### src/rtl/cfgseq_pkg.sv
package cfgseq_pkg;

    typedef enum logic [2:0] {
        ST_POR_WAIT,
        ST_CLEAR,
        ST_INIT_WAIT,
        ST_LOAD,
        ST_IDLE
    } seq_state_e;

endpackage

### src/rtl/cfgseq_prog_filter.sv
// Minimum-width filter for the active-low program request.
module cfgseq_prog_filter #(
    parameter int MIN_LOW = 30
) (
    input  logic clk,
    input  logic rst_n,
    input  logic prog_n,
    output logic req_active
);
    localparam int CW = $clog2(MIN_LOW + 1);
    localparam logic [CW-1:0] LAST = CW'(MIN_LOW - 1);

    logic [CW-1:0] low_cnt_q;

    always_ff @(posedge clk or negedge rst_n) begin
        if (!rst_n) begin
            low_cnt_q <= '0;
        end else if (prog_n) begin
            low_cnt_q <= '0;
        end else if (low_cnt_q != LAST) begin
            low_cnt_q <= low_cnt_q + 1'b1;
        end
    end

    // Active from the MIN_LOW-th consecutive low sample onwards
    assign req_active = !prog_n && (low_cnt_q == LAST);

endmodule

### src/rtl/cfgseq_phase_timer.sv
// Saturating cycle counter restarted on every state change.
module cfgseq_phase_timer #(
    parameter int CNT_W = 8
) (
    input  logic             clk,
    input  logic             rst_n,
    input  logic             restart,
    output logic [CNT_W-1:0] elapsed
);
    always_ff @(posedge clk or negedge rst_n) begin
        if (!rst_n) begin
            elapsed <= '0;
        end else if (restart) begin
            elapsed <= '0;
        end else if (elapsed != '1) begin
            elapsed <= elapsed + 1'b1;
        end
    end
endmodule

### src/rtl/cfgseq_cclk_gen.sv
// Delayed-start configuration clock generator.
module cfgseq_cclk_gen #(
    parameter int DELAY = 50,
    parameter int HALF  = 4
) (
    input  logic clk,
    input  logic rst_n,
    input  logic en,
    output logic cclk_o
);
    localparam int DW = $clog2(DELAY + 2);
    localparam int HW = (HALF > 1) ? $clog2(HALF) : 1;

    logic [DW-1:0] dcnt_q;
    logic [HW-1:0] hcnt_q;
    logic          cclk_q;

    always_ff @(posedge clk or negedge rst_n) begin
        if (!rst_n) begin
            dcnt_q <= '0;
            hcnt_q <= '0;
            cclk_q <= 1'b0;
        end else if (!en) begin
            dcnt_q <= '0;
            hcnt_q <= '0;
            cclk_q <= 1'b0;
        end else if (dcnt_q != DW'(DELAY)) begin
            dcnt_q <= dcnt_q + 1'b1;
        end else if (hcnt_q == HW'(HALF - 1)) begin
            hcnt_q <= '0;
            cclk_q <= ~cclk_q;
        end else begin
            hcnt_q <= hcnt_q + 1'b1;
        end
    end

    // Gate so the output drops in the same cycle the enable does
    assign cclk_o = cclk_q & en;

endmodule

### src/rtl/cfg_pwrup_seq.sv
module cfg_pwrup_seq
    import cfgseq_pkg::*;
#(
    parameter int POR_CYCLES        = 200000,
    parameter int CLEAR_CYCLES      = 1024,
    parameter int PROG_MIN_CYCLES   = 30,
    parameter int CCLK_DELAY_CYCLES = 50,
    parameter int CCLK_HALF_CYCLES  = 4,
    parameter int MODE_W            = 3
) (
    input  logic              clk,
    input  logic              rst_n,
    input  logic              prog_n,
    input  logic              init_sense,
    input  logic [MODE_W-1:0] mode_pins,
    output logic              init_drive_low,
    output logic              cfg_clk_out,
    output logic [MODE_W-1:0] mode_q,
    output logic              load_active
);
    localparam int TMAX = (POR_CYCLES > CLEAR_CYCLES) ? POR_CYCLES : CLEAR_CYCLES;
    localparam int TW   = $clog2(TMAX + 1);
    localparam logic [TW-1:0] POR_LAST   = TW'(POR_CYCLES - 1);
    localparam logic [TW-1:0] CLEAR_LAST = TW'(CLEAR_CYCLES - 1);

    seq_state_e    state_q, state_d;
    logic [TW-1:0] elapsed;
    logic          req_active;
    logic          cclk_en;

    cfgseq_prog_filter #(.MIN_LOW(PROG_MIN_CYCLES)) u_filter (
        .clk        (clk),
        .rst_n      (rst_n),
        .prog_n     (prog_n),
        .req_active (req_active)
    );

    cfgseq_phase_timer #(.CNT_W(TW)) u_timer (
        .clk     (clk),
        .rst_n   (rst_n),
        .restart (state_d != state_q),
        .elapsed (elapsed)
    );

    cfgseq_cclk_gen #(.DELAY(CCLK_DELAY_CYCLES), .HALF(CCLK_HALF_CYCLES)) u_cclk (
        .clk    (clk),
        .rst_n  (rst_n),
        .en     (cclk_en),
        .cclk_o (cfg_clk_out)
    );

    // Next-state logic
    always_comb begin
        state_d = state_q;
        unique case (state_q)
            ST_POR_WAIT:  if (elapsed == POR_LAST)   state_d = ST_CLEAR;
            ST_CLEAR:     if (elapsed == CLEAR_LAST) state_d = ST_INIT_WAIT;
            ST_INIT_WAIT: if (init_sense)            state_d = ST_LOAD;
            ST_LOAD:      state_d = ST_LOAD;
            ST_IDLE:      if (!req_active)           state_d = ST_CLEAR;
            default:      state_d = ST_POR_WAIT;
        endcase
        if (req_active) state_d = ST_IDLE;
    end

    // State register
    always_ff @(posedge clk or negedge rst_n) begin
        if (!rst_n) state_q <= ST_POR_WAIT;
        else        state_q <= state_d;
    end

    // Mode capture at the sensed release of the init line
    always_ff @(posedge clk or negedge rst_n) begin
        if (!rst_n) begin
            mode_q <= '0;
        end else if (state_q == ST_INIT_WAIT && init_sense) begin
            mode_q <= mode_pins;
        end
    end

    // Outputs
    always_comb begin
        init_drive_low = 1'b0;
        load_active    = 1'b0;
        unique case (state_q)
            ST_POR_WAIT, ST_CLEAR, ST_IDLE: init_drive_low = 1'b1;
            ST_LOAD:                        load_active    = 1'b1;
            default:                        ;
        endcase
        cclk_en = load_active && !mode_q[0];
    end

endmodule

### config.mk
export PLATFORM = sky130hd
export DESIGN_NAME = cfg_pwrup_seq
export DESIGN_NICKNAME = d
export VERILOG_FILES = /design/src/rtl/cfgseq_pkg.sv /design/src/rtl/cfgseq_prog_filter.sv /design/src/rtl/cfgseq_phase_timer.sv /design/src/rtl/cfgseq_cclk_gen.sv /design/src/rtl/cfg_pwrup_seq.sv
export SDC_FILE = /design/constraint.sdc
export NUM_CORES = 1
export LEC_CHECK = 0
export BUFFER_PORTS_ARGS = -buffer_cell sky130_fd_sc_hd__buf_4
export CELL_PAD_IN_SITES_DETAIL_PLACEMENT = 2
export CELL_PAD_IN_SITES_GLOBAL_PLACEMENT = 2
export CORE_MARGIN = 3
export CORE_UTILIZATION = 35
export CTS_BUF_LIST = sky130_fd_sc_hd__clkbuf_4 sky130_fd_sc_hd__clkbuf_8
export DETAILED_ROUTE_END_ITERATION = 6
export PLACE_DENSITY = 0.77
export SLEW_MARGIN = 5
export SYNTH_ARGS = -nofsm -noshare
export SYNTH_HDL_FRONTEND = slang
export SYNTH_SLANG_ARGS = --single-unit
### constraint.sdc
create_clock -name clk -period 2.7 [get_ports clk]
set_input_delay 0.675 -clock clk [delete_from_list [all_inputs] [get_ports clk]]
set_output_delay 0.675 -clock clk [all_outputs]
set_load 0.01 [all_outputs]
# Yosys cells after proc, flatten, opt, wreduce, memory -nomap -nowiden
# Cells that the tools add are included.
# totals
inputBits	7
elab_cells	57
output_inout_bits	6
reg_bits	38
# classes
bitwise	2
eq_ne	15
addsub	4
muxes	19
reduce_logical	10
# ops
op	count
18-bit 2-to-1 mux	2
18-bit by 1-bit adder with 18-bit output (second input constant)	1
18-bit by 10-bit == test with 1-bit output (second input constant)	1
18-bit == test (second input constant)	1
18-bit inequality test (second input constant)	1
3-bit one-hot mux with 5 select lines	1
3-bit 2-to-1 mux	4
6-bit 2-to-1 mux	2
5-bit 2-to-1 mux	2
6-bit by 1-bit adder with 6-bit output (second input constant)	1
3-bit by 2-bit == test with 1-bit output (second input constant)	2
2-bit 2-to-1 mux	3
2-bit inequality test (second input constant)	3
6-bit inequality test (second input constant)	1
5-bit by 1-bit adder with 5-bit output (second input constant)	1
5-bit == test (second input constant)	1
1-bit 2-to-1 mux	5
5-bit inequality test (second input constant)	1
2-bit nonzero test	2
3-bit by 1-bit == test with 1-bit output (second input constant)	1
3-bit == test (second input constant)	1
1-bit logical AND	3
3-bit zero test	1
3-bit inequality test	1
other kinds (7)	8

# Longest topological paths before layout
# logic_depth
depth_word	6
ltp_mapped	8
mapped_depth_nobuf	7

# Hierarchy
# Synthesis repeated with hierarchy kept, for this count alone.
# unflattened
cells_unflattened	210
hier_area_um2	2154.6
# by_module_without_submodules
module	area_per_inst_um2	seq_area_each_um2	cells_each	instances
cfgseq_phase_timer	953.4	450.4	96	1
cfgseq_cclk_gen	498.0	225.2	48	1
cfg_pwrup_seq	412.9	150.1	40	1
cfgseq_prog_filter	290.3	125.1	26	1

# Least setup slack after synthesis
# Ideal clock, no wire load.
# synth_timing
path_kind	reg2out
start	reg state_q[1]
end	out cfg_clk_out
arrival_ns	1.384
path_slack_ns	0.641
required_time_ns	2.025
path_buffers	1
stages_incl_launch_ff	5
path_cell_list	dfrtp_1 -> or2b_2 -> or3_1 -> clkbuf_1 -> nor2_1
# synth_via
elab_chain_cells	4
# synth_lines
element	line_no	source
start: declaration	cfg_pwrup_seq.sv:26	seq_state_e state_q, state_d;
start signal: assignment	cfg_pwrup_seq.sv:69	else state_q <= state_d;
3-bit by 2-bit == test with 1-bit output	cfg_pwrup_seq.sv:85	unique case (state_q)
1-bit 2-to-1 mux	cfg_pwrup_seq.sv:85	
1-bit logical AND	cfg_pwrup_seq.sv:90	cclk_en = load_active && !mode_q[0];
1-bit AND	cfgseq_cclk_gen.sv:38	assign cclk_o = cclk_q & en;
end: declaration	cfg_pwrup_seq.sv:17	output logic cfg_clk_out,
# Every way passes these cells.

# Worst setup path after layout
# Same ends and word-level chain as after synthesis.

==> impl_metrics.ini <==
[floorplanning]
coreArea_um2 = 5540
dieArea_um2 = 6730
fp-row-count = 27
initial_utilization_pct = 36.5
floorplan.die.height_um = 82.1
boundary_pins = 13
chipWidth_um = 82.1

[pwr]
internal-power_mw = 0.962
ir_drop_uv = 252
reported_net_switching_power_mw = 0.388
switching_share_pct = 28.7
p_leak_nw = 0.947
power_share_of_the_sequential_group_pct = 53.8
pwr-share-comb_pct = 18.2
clock_power_share_pct = 28.0
power.density_cell_area_nw_per_um2 = 596

[sta]
final_hold_viol_count = 0
grt_setup_unrepaired = no
timing_worst_slew_pin_value_ps = 777
summed_negative_setup_slack_over_all_endpoints_ps = 0
finalSetupViolations = 0
final-max-slew-violation-count = 0
slew-limit-headroom_pct = 48.2
fmax_ghz = 0.423
final_critical_period_ps = 2370
min_period_over_period_pct = 87.6
fin_worst_skew_ps = 3.59

[drt]
dr.first_iter.drc_count = 36
routed_wl_mm = 4.82
detailedRoute.firstPassIterationCount = 6
detail-route-antenna-nets = 0
route.detailed.drc = 0
routedWlPerCell_um = 16.4
vias_per_cell = 5.43
vias = 1592

[clock_tree]
holdBufCountCts = 0
cts_repair_resizes = 0
number_of_buffers_added_by_the_clock_tree_synthesis_step = 5
post_cts_buffers = 0
cts-htree-levels = 2
clk_latency_ps = 280
cts-root-buf = sky130_fd_sc_hd__clkbuf_8
cts.reportedPaths.clkPinSlew_ps = 70
maximum_clock_insertion_buffer_count = 2
cts_tree = yes
tritoncts_num_sinks = 38

[worst_setup_path]
setup.worst_path.class = reg -> out
crit_fanout = 7
setup.worst_path.start_class = flip-flop
critical_path.endpoint_type = output pin
critPathArrivalTime_ps = 1690
worstPathRequired_ps = 2030

[logic_synthesis]
synthesis.instances = 206
mappedNetlistNets = 219
yosys_warnings = 0
number_of_synthesized_flops_with_an_enable_pin = 0
synth_seq_area_share_pct = 47.0
synthArstFlopShare_pct = 100
netlist_area_um2 = 2020
dominantRegCellSynth = sky130_fd_sc_hd__dfrtp_1
postSynthAreaPerCell_um2 = 9.83
ys_types = 41
ys_seq_elements = 38

[global_route]
remaining_overflow_grt = 0
grt_max_degree = 39
global_route.usage.total_pct = 16.5
grt_pass1_wl_mm = 8.44
number_of_global_route_vias_before_repair = 1742
grt_antenna_before_repair = 0

[final_layout]
seq_area_um2 = 951
final.fill_count = 619
mostFrequentLayoutCell = sky130_fd_sc_hd__dfrtp_1
final_nets = 235
final_util_pct = 40.9
final_cell_mix = sky130_fd_sc_hd__dfrtp_1 (38), sky130_fd_sc_hd__nor2_1 (36), sky130_fd_sc_hd__nand2_1 (15), sky130_fd_sc_hd__buf_4 (15), sky130_fd_sc_hd__xnor2_1 (13)
flow.area_growth_from_synthesis_pct = 12.0
antenna_cells_inserted = 0
post_layout_nonfiller_instances = 293
multi_input_combinational_cell_area_um2 = 1020
proportion_of_layout_cells_with_a_drive_suffix_above_1_pct = 15.4
final_area_um2 = 2270

[status]
outcome = finished clean

[flow_run]
drv_cap = 0

[placement]
portBuffers = 12
postPlaceCellArea_um2 = 2180
post-dp-hpwl_mm = 3.53
gp_congestion = 0.698
place_inst = 287

[hold_path]
timing.hold.worst.class = in -> async
[path summary, 6_finish.rpt]
kind,endpoint,slack [ps],start,cells after the start
min reg2reg,u_filter.low_cnt_q[4]$_DFFE_PN0P_,510,u_filter.low_cnt_q[4]$_DFFE_PN0P_,1
max,cfg_clk_out,330,state_q[1]$_DFF_PN0_,4
min,u_filter.low_cnt_q[0]$_DFFE_PN0P_,340,rst_n,1
min in group clk,u_filter.low_cnt_q[4]$_DFFE_PN0P_,510,u_filter.low_cnt_q[4]$_DFFE_PN0P_,1
max reg2reg,u_timer.elapsed[8]$_DFFE_PN0P_,370,state_q[0]$_DFF_PN0_,5
max in group asynchronous,u_timer.elapsed[17]$_DFFE_PN0P_,2010,rst_n,1
[cell families (layout without fill, tap and decap cells)]
family	after synthesis	count (layout)	share of synthesized area [%]
xor+xnor	17	17	7.35
simple gates	94	94	23.5
buf+inv	10	25	2.84
fa+ha+maj	6	6	3.71
flops	38	38	47.0
compound gates	37	37	13.4
mux	4	4	2.22
[synth_stat cells (2+ instances only)]
cell	n	share of area [%]
sky130_fd_sc_hd__xor2_1	4	1.7
sky130_fd_sc_hd__clkbuf_1	2	0.37
sky130_fd_sc_hd__ha_1	6	3.7
sky130_fd_sc_hd__nor3_2	2	0.99
sky130_fd_sc_hd__a31oi_1	6	1.9
sky130_fd_sc_hd__nand4_1	5	1.5
sky130_fd_sc_hd__o21ai_0	3	0.74
sky130_fd_sc_hd__and3_1	6	1.9
sky130_fd_sc_hd__xnor2_1	13	5.6
sky130_fd_sc_hd__nand3_1	7	1.7
sky130_fd_sc_hd__or3_1	3	0.93
sky130_fd_sc_hd__a21oi_1	10	2.5
sky130_fd_sc_hd__nand2_1	15	2.8
sky130_fd_sc_hd__mux2_2	4	2.2
sky130_fd_sc_hd__dfrtp_1	38	47
sky130_fd_sc_hd__and2_1	2	0.62
sky130_fd_sc_hd__nor2_1	36	6.7
sky130_fd_sc_hd__and4_1	4	1.7
sky130_fd_sc_hd__nor3_1	4	0.99
sky130_fd_sc_hd__inv_1	4	0.74
sky130_fd_sc_hd__buf_6	2	1.1
sky130_fd_sc_hd__and3_2	2	0.74
sky130_fd_sc_hd__nor4_1	2	0.62
sky130_fd_sc_hd__o311ai_0	2	0.87
sky130_fd_sc_hd__a211oi_1	8	3.0
[area by class of cell]
class | count | share of cell area, %
Tap cell | 72 | 3.97
Timing Repair Buffer | 15 | 4.97
Multi-Input combinational cell | 158 | 44.8
Clock buffer | 6 | 3.64
Sequential cell | 38 | 41.9
Inverter | 4 | 0.662
[power groups by stage]
stage	Combinational (mW)	Sequential, mW	Clock [mW]
6_report	0.245	0.726	0.379
5_1_grt	0.285	0.744	0.430
4_1_cts	0.252	0.727	0.400
3_5_place_dp	0.250	0.738	0
3_3_place_gp	0.239	0.732	0
2_1_floorplan	0.174	0.717	0
[stage by stage]
step           setup slack, ps  hold slack, ps  total power [mW]
2_1_floorplan              641             379             0.891
3_3_place_gp               415             471             0.970
3_5_place_dp               330             497             0.988
4_1_cts                    294             364              1.38
5_1_grt                    117             374              1.46
6_report                   335             345              1.35
[critical path: stages, from the launching register on]
cell and delay (ps):
sky130_fd_sc_hd__dfrtp_1 450, sky130_fd_sc_hd__or2b_2 350, sky130_fd_sc_hd__or3_1 360, sky130_fd_sc_hd__nor2_1 110, sky130_fd_sc_hd__buf_4 130
[registers in the layout, indices dropped and copies added (netlist names)]
| signal | count |
|---|---|
| state_q | 3 |
| u_cclk.dcnt_q | 6 |
| u_filter.low_cnt_q | 5 |
| u_cclk.cclk_q | 1 |
| u_timer.elapsed | 18 |
| mode_q | 3 |
| u_cclk.hcnt_q | 2 |
[per-layer routing]
layer	global-route usage, %	vias up	share of wire (%)
met5	0	-	0
met4	5.98	0	0.95
met3	3.73	6	3.3
li1	-	772	-
met1	20.9	789	48
met2	27.4	25	47
Note: power is estimated with default switching activity, not from simulation.
